==> src/rtl/bcr_pkg.sv <==
// Package shared by the bit clock recovery blocks.
// Holds the default widths and the encoding of the correction direction.
package bcr_pkg;
    localparam int DEF_RATE_W = 8;
    localparam int DEF_TOL_W  = 8;

    typedef enum logic [1:0] {
        CORR_NONE    = 2'd0,
        CORR_RETARD  = 2'd1,
        CORR_ADVANCE = 2'd2
    } corr_dir_e;
endpackage

==> src/rtl/bcr_sync_edge.sv <==
// Brings the asynchronous rx input into the clk domain through STAGES flops.
// A level change is flagged by comparing the last stage with one extra
// history flop.
// Assumes: STAGES >= 2, and rx holds each level for many clk cycles.
module bcr_sync_edge #(
    parameter int STAGES = 2
) (
    input  logic clk,
    input  logic rst_n,
    input  logic rx_in,
    output logic rx_sync,
    output logic rx_edge
);
    logic [STAGES-1:0] chain_q;
    logic              hist_q;

    // First stage samples the raw input.
    always_ff @(posedge clk) begin
        if (!rst_n) chain_q[0] <= 1'b0;
        else        chain_q[0] <= rx_in;
    end

    // Remaining stages of the synchronizer chain.
    generate
        for (genvar g = 1; g < STAGES; g++) begin : g_stage
            always_ff @(posedge clk) begin
                if (!rst_n) chain_q[g] <= 1'b0;
                else        chain_q[g] <= chain_q[g-1];
            end
        end
    endgenerate

    // History flop used for edge detection.
    always_ff @(posedge clk) begin
        if (!rst_n) hist_q <= 1'b0;
        else        hist_q <= chain_q[STAGES-1];
    end

    assign rx_sync = chain_q[STAGES-1];
    assign rx_edge = chain_q[STAGES-1] ^ hist_q;
endmodule

==> src/rtl/bcr_phase_ctr.sv <==
// Bit phase counter. It counts 0 .. rate-1 on ticks.
// On a data edge, it pulls the count toward 0 by at most tol ticks:
//   - an edge in the lower half retards the count, but not below 0;
//   - an edge in the upper half advances it, but not past rate-1.
// A tick in the same cycle is applied after the correction.
// Assumes: rate >= 2 (the top clamps it), and half = rate/2.
module bcr_phase_ctr
    import bcr_pkg::*;
#(
    parameter int RATE_W = DEF_RATE_W,
    parameter int TOL_W  = DEF_TOL_W
) (
    input  logic              clk,
    input  logic              rst_n,
    input  logic              active,
    input  logic              tick,
    input  logic              edge_det,
    input  logic [RATE_W-1:0] rate,
    input  logic [RATE_W-1:0] half,
    input  logic [TOL_W-1:0]  tol,
    output logic [RATE_W-1:0] cnt,
    output logic [RATE_W-1:0] cnt_next
);
    localparam int W = ((RATE_W > TOL_W) ? RATE_W : TOL_W) + 1;

    logic [RATE_W-1:0] cnt_q;
    logic [W-1:0]      c_w, t_w, e_w, h_w, corr_w, step_w;
    corr_dir_e         dir;

    // Widen the operands so the sums and compares cannot overflow.
    always_comb begin
        c_w = {{(W-RATE_W){1'b0}}, cnt_q};
        t_w = {{(W-TOL_W){1'b0}}, tol};
        e_w = {{(W-RATE_W){1'b0}}, rate};
        h_w = {{(W-RATE_W){1'b0}}, half};
    end

    // Pick the direction of the correction from the current count.
    always_comb begin
        if (!edge_det)      dir = CORR_NONE;
        else if (c_w < h_w) dir = CORR_RETARD;
        else                dir = CORR_ADVANCE;
    end

    // Apply the clamped correction, then the tick step.
    always_comb begin
        case (dir)
            CORR_RETARD:  corr_w = (c_w > t_w) ? (c_w - t_w) : '0;
            CORR_ADVANCE: corr_w = ((c_w + t_w) >= (e_w - 1'b1)) ? (e_w - 1'b1) : (c_w + t_w);
            default:      corr_w = (c_w >= e_w) ? (e_w - 1'b1) : c_w;
        endcase
        if (tick) step_w = (corr_w >= (e_w - 1'b1)) ? '0 : (corr_w + 1'b1);
        else      step_w = corr_w;
        cnt_next = active ? step_w[RATE_W-1:0] : '0;
    end

    // Phase count register.
    always_ff @(posedge clk) begin
        if (!rst_n) cnt_q <= '0;
        else        cnt_q <= cnt_next;
    end

    assign cnt = cnt_q;
endmodule

==> src/rtl/bcr_clk_out.sv <==
// Drives the registered recovered clock, high for the upper half of the count.
// Captures the synchronized data level on each rising clock edge.
// Assumes: cnt_next is the value the phase counter loads this cycle.
module bcr_clk_out #(
    parameter int RATE_W = 8
) (
    input  logic              clk,
    input  logic              rst_n,
    input  logic              active,
    input  logic [RATE_W-1:0] cnt_next,
    input  logic [RATE_W-1:0] half,
    input  logic              rx_sync,
    output logic              data_clk,
    output logic              data_bit
);
    logic clk_nx, clk_q, bit_q;

    assign clk_nx = active && (cnt_next >= half);

    // Clock level register and data capture on its rising edge.
    always_ff @(posedge clk) begin
        if (!rst_n) begin
            clk_q <= 1'b0;
            bit_q <= 1'b0;
        end else begin
            clk_q <= clk_nx;
            if (clk_nx && !clk_q) bit_q <= rx_sync;
        end
    end

    assign data_clk = clk_q;
    assign data_bit = bit_q;
endmodule

==> src/rtl/bitclk_recover.sv <==
// Bit clock recovery top level. It wires the synchronizer, the phase counter
// and the clock output stage together.
// It also derives the active condition (enable and signal gating) and the
// clamped rate.
// Assumes: tick is a single-cycle strobe, and the settings change only
// rarely.
module bitclk_recover
    import bcr_pkg::*;
#(
    parameter int RATE_W = DEF_RATE_W,
    parameter int TOL_W  = DEF_TOL_W
) (
    input  logic              clk,
    input  logic              rst_n,
    input  logic              tick,
    input  logic              rx_data,
    input  logic              rec_en,
    input  logic              rssi_ok,
    input  logic              rssi_gate_en,
    input  logic [RATE_W-1:0] rate_cfg,
    input  logic [TOL_W-1:0]  tol_cfg,
    output logic              data_clk,
    output logic              data_bit
);
    localparam logic [RATE_W-1:0] MIN_RATE = RATE_W'(2);

    logic              rx_sync, rx_edge, active;
    logic [RATE_W-1:0] eff_rate, half, cnt_q, cnt_next;

    // Active when enabled and not held by the signal-strength gate.
    assign active   = rec_en && !(rssi_gate_en && !rssi_ok);
    assign eff_rate = (rate_cfg < MIN_RATE) ? MIN_RATE : rate_cfg;
    assign half     = eff_rate >> 1;

    bcr_sync_edge #(.STAGES(2)) sync_i (
        .clk     (clk),
        .rst_n   (rst_n),
        .rx_in   (rx_data),
        .rx_sync (rx_sync),
        .rx_edge (rx_edge)
    );

    bcr_phase_ctr #(.RATE_W(RATE_W), .TOL_W(TOL_W)) ctr_i (
        .clk      (clk),
        .rst_n    (rst_n),
        .active   (active),
        .tick     (tick),
        .edge_det (rx_edge),
        .rate     (eff_rate),
        .half     (half),
        .tol      (tol_cfg),
        .cnt      (cnt_q),
        .cnt_next (cnt_next)
    );

    bcr_clk_out #(.RATE_W(RATE_W)) out_i (
        .clk      (clk),
        .rst_n    (rst_n),
        .active   (active),
        .cnt_next (cnt_next),
        .half     (half),
        .rx_sync  (rx_sync),
        .data_clk (data_clk),
        .data_bit (data_bit)
    );
endmodule

==> config.mk <==
export PLATFORM = sky130hd
export DESIGN_NAME = bitclk_recover
export DESIGN_NICKNAME = d
export VERILOG_FILES = /design/src/rtl/bcr_pkg.sv /design/src/rtl/bcr_sync_edge.sv /design/src/rtl/bcr_phase_ctr.sv /design/src/rtl/bcr_clk_out.sv /design/src/rtl/bitclk_recover.sv
export SDC_FILE = /design/constraint.sdc
export NUM_CORES = 1
export LEC_CHECK = 0
export BUFFER_PORTS_ARGS = -buffer_cell sky130_fd_sc_hd__buf_2
export CAP_MARGIN = 20
export CORE_MARGIN = 1.5
export CORE_UTILIZATION = 46
export CTS_CLUSTER_DIAMETER = 30
export DETAILED_ROUTE_END_ITERATION = 16
export GPL_ROUTABILITY_DRIVEN = 0
export PLACE_DENSITY_LB_ADDON = 0.25
export SLEW_MARGIN = 25
export SYNTH_ARGS = -nofsm -noshare
export SYNTH_HDL_FRONTEND = slang
export SYNTH_SLANG_ARGS = --single-unit
==> constraint.sdc <==
create_clock -name clk -period 8.8 [get_ports clk]
set_clock_uncertainty 0.2 [all_clocks]
set_input_delay 0.44 -clock clk [delete_from_list [all_inputs] [get_ports clk]]
set_output_delay 0.44 -clock clk [all_outputs]
set_load 0.02 [all_outputs]
==> run summary <==
The logs give 0 for the number of antenna violations at the first check in global routing and 3110 um^2 for the final design area excluding fillers. The pre-CTS worst setup slack is 0.960 ns. Among the stages of the critical path, the cell type that occurs most often is sky130_fd_sc_hd__a21o_1.

The clock input transition at the sequential cells of the worst setup and hold paths came out at 0.06 ns. The fraction of power consumed by sequential logic came out at 24.5%. The via count of the first global-routing pass was 2459.

The switching part of the total was 42.3%. Summed over all nets, the switching power comes to 0.112 mW. In this run the count of I/O pins placed on the die edge is 25. The proportion of register bits with asynchronous set or reset after synthesis is 0%, and the upper clock frequency limit is 0.131 GHz.

STA classifies the critical path startpoint as an input port. In this run the remaining antenna-violating nets after routing total 0. The HPWL after detailed placement is 6370 um.

The first-pass GRT wire length came out at 12400 um. TritonCTS created 3 clock buffers. Setup repair after global routing left no endpoint under its margin. After synthesis the cells add up to 2880 um^2.

The tools report the insertion delay to the later sink of the worst-skew pair as 0.25 ns. The maximum number of pins on one net before global-route repair was 18; the per-cell via count in the routed design was 5.85. Highest-utilization routing layer at the global route stage: met2.

For the maximum root-to-sink buffer count, the log shows 2. Once the floorplan was initialized, standard cells occupied 48.0% of the core. In the global route stage, met2 resource usage came out at 40.1%. The max-slew violation total from the final report was 0. The most used flip-flop cell after synthesis is sky130_fd_sc_hd__dfxtp_1.

The run gives 0 as the max-cap check violation count. The routed wire length is 7660 um, and the number of cells upsized or downsized after cts is 0. For this run, global-route usage on met1 was measured as 34.3%. The gate count after technology mapping was 374; the die area was 6740 um^2.

For the pin with the worst max-slew slack, the measured transition is 0.993 ns. The overall fraction of global-route tracks in use is 24.1%, and the share of the core filled with cells in the final layout is 51.9%. Hold is met by 0.194 ns. The core region is 5990 um^2. From bottom edge to top edge, the die measures 82.1 um. The fraction of power consumed by combinational cells is 54.7%.

The clock net in this run drives a total of 13 sinks. In this run the post-CTS setup repair buffer count came out at 0. In this run the mean area of a mapped cell was 7.69 um^2. The standby leakage power came out at 1.57 nW. During synthesis, Yosys emitted a total of 0 warnings. The final worst setup slack is 1.15 ns. The worst pin sits at a relative slew slack of 33.3%.

Counting both buffers and inverters, the worst setup path holds a total of 4. The number of different library cells used by synthesis comes to 69. Of the synthesized area, sequential elements account for 9.04%. Summing all placed instances gives a cell area of 3070 um^2. The final critical delay including setup and external delays was 7.65 ns. Data arrives at the worst endpoint at 7.59 ns.

The number of synthesized flops with an enable pin was 0; the share of layout cells above drive strength 1 was 12.4%. The largest driver fanout on the critical path is 17, and the peak supply drop is 0.0000674 V. For the cell internal power dissipation, the log shows 0.153 mW.

The final sum of negative setup slack was 0 ns. The area share of the leading cell type in the synthesized netlist works out to 24.8%. Dominant delay contributor by cell family on the critical path: compound AO/OA/AOI/OAI gates.

The run gives 0 as the aggregate global routing overflow. In this run the power density over the cells is 85.0 nW/um^2. The floorplan has 28 rows. Port buffering added 24 buffers. After layout, the worst path uses 86.9% of the clock period.

In the post-synthesis netlist, the biggest area contributors are sky130_fd_sc_hd__ha_1, sky130_fd_sc_hd__dfxtp_1, sky130_fd_sc_hd__nor2_1, sky130_fd_sc_hd__a21oi_1, sky130_fd_sc_hd__xnor2_1. Synthesis produced a netlist with a net count of 456. Cell with the biggest individual delay on the critical path: sky130_fd_sc_hd__o21ai_1. Counting flops and latches in the post-synthesis netlist gives 13. Number of endpoints with negative hold slack in the final report: 0. The run finished with clean final reports. The growth of design area from synthesis to finish is 8.09%. The biggest area consumer among synthesized cells was sky130_fd_sc_hd__ha_1. For this block, the via count after detailed routing is 2753. Per report_power, the clock group accounts for 20.8% of the total. Leaving out fill and tap cells, the most frequent cell in the layout is sky130_fd_sc_hd__ha_1.

The tightest min-delay check is of the input port to register type. At the worst endpoint, the required time is 8.74 ns. Deepest level of the CTS H-tree: 1. The tools report the clock tree root buffer cell as sky130_fd_sc_hd__clkbuf_8.

The logs give 248 for the initial detailed-routing violation count and 0 for the DRC violation count after routing. The run gives 0 as the number of antenna repair diodes. The die is 82.1 um wide. The worst setup path is captured at a register. The category of the most critical setup path was input port to register. In the final routed layout, each cell accounts on average for 16.3 um. TritonCTS built the clock tree. The number of setup violations in the final report is 0, and the quantity of hold-fixing buffers added after cts is 0. The net count of the finished layout is 479. The tools report the met3 usage in global routing as 2.31%.

The top cell types in the final layout, fill and taps aside, are sky130_fd_sc_hd__ha_1, sky130_fd_sc_hd__nor2_1, sky130_fd_sc_hd__inv_1. On the worst path, the slowest cell contributes a delay of 0.76 ns. The first detailed-routing pass took 5 iterations.
stage by stage:
| stage | power (mW) | std cells |
|---|---|---|
| finish | 0.264 | 471 |
| global route | 0.286 | 471 |
| global placement | 0.206 | 467 |
| floorplan | 0.172 | 374 |
| CTS | 0.263 | 471 |
| detailed placement | 0.208 | 467 |
power by group through the flow:
stage / combinational (mW) / clock, mW / sequential [mW]
2_1_floorplan: 0.107 / 0 / 0.0646
3_3_place_gp: 0.140 / 0 / 0.0661
3_5_place_dp: 0.142 / 0 / 0.0660
4_1_cts: 0.143 / 0.0558 / 0.0648
5_1_grt: 0.162 / 0.0585 / 0.0650
6_report: 0.145 / 0.0549 / 0.0648
per-layer routing:
metal / vias up / wire [um]
met5: - / 0
li1: 1397 / -
met2: 72 / 3570
met4: 0 / 61
met3: 5 / 340
met1: 1279 / 3690
sequential cells by signal (all words and copies together) (netlist names):
name / cells
sync_i.chain_q: 1
sync_i.rx_sync: 1
sync_i.hist_q: 1
ctr_i.cnt: 8
out_i.data_clk: 1
out_i.data_bit: 1
kinds of logic after synthesis:
logic type,Yosys count,synth area share [%]
AO/OA/AOI/OAI,106,27.0
XOR/XNOR,18,5.48
adder cells (fa/ha/maj),59,26.2
buffers and inverters,46,6.35
flip-flops,13,9.04
multiplexers,10,3.52
AND/OR/NAND/NOR,122,22.4
synthesized netlist by cell type, types with 3 or more instances:
cell type / count
sky130_fd_sc_hd__and2_1: 6
sky130_fd_sc_hd__o21ai_0: 13
sky130_fd_sc_hd__dfxtp_1: 13
sky130_fd_sc_hd__buf_2: 3
sky130_fd_sc_hd__a211oi_2: 4
sky130_fd_sc_hd__o21a_1: 4
sky130_fd_sc_hd__a211o_1: 3
sky130_fd_sc_hd__clkbuf_1: 3
sky130_fd_sc_hd__nor3_1: 11
sky130_fd_sc_hd__ha_1: 57
sky130_fd_sc_hd__mux2i_1: 9
sky130_fd_sc_hd__nand2b_1: 10
sky130_fd_sc_hd__a211oi_1: 8
sky130_fd_sc_hd__nand2_1: 18
sky130_fd_sc_hd__a21oi_1: 29
sky130_fd_sc_hd__nor2b_1: 5
sky130_fd_sc_hd__a21o_1: 10
sky130_fd_sc_hd__xnor2_1: 16
sky130_fd_sc_hd__nor2_1: 42
sky130_fd_sc_hd__nand4_1: 4
sky130_fd_sc_hd__inv_1: 37
sky130_fd_sc_hd__o21ai_1: 6
sky130_fd_sc_hd__or3_1: 4
sky130_fd_sc_hd__nand3_1: 6
final timing paths:
check | from | endpoint | slack, ns | cells past startpoint
setup / recovery | rate_cfg[5] | out_i.data_bit | 1.15 | 37
hold / removal | rx_data | sync_i.chain_q[0] | 0.19 | 2
setup reg to reg | ctr_i.cnt[2] | out_i.data_bit | 1.18 | 34
hold reg to reg | sync_i.chain_q[0] | sync_i.rx_sync | 0.25 | 1
area by class of cell:
class,instances,area [um^2]
flip-flops and latches,13,260
inverters,39,149
fillers,588,2880
repair buffers,25,128
clock buffers,4,45.0
multi-input cells,315,2430
well taps,75,93.8
Power figures use the tool's default switching activity.
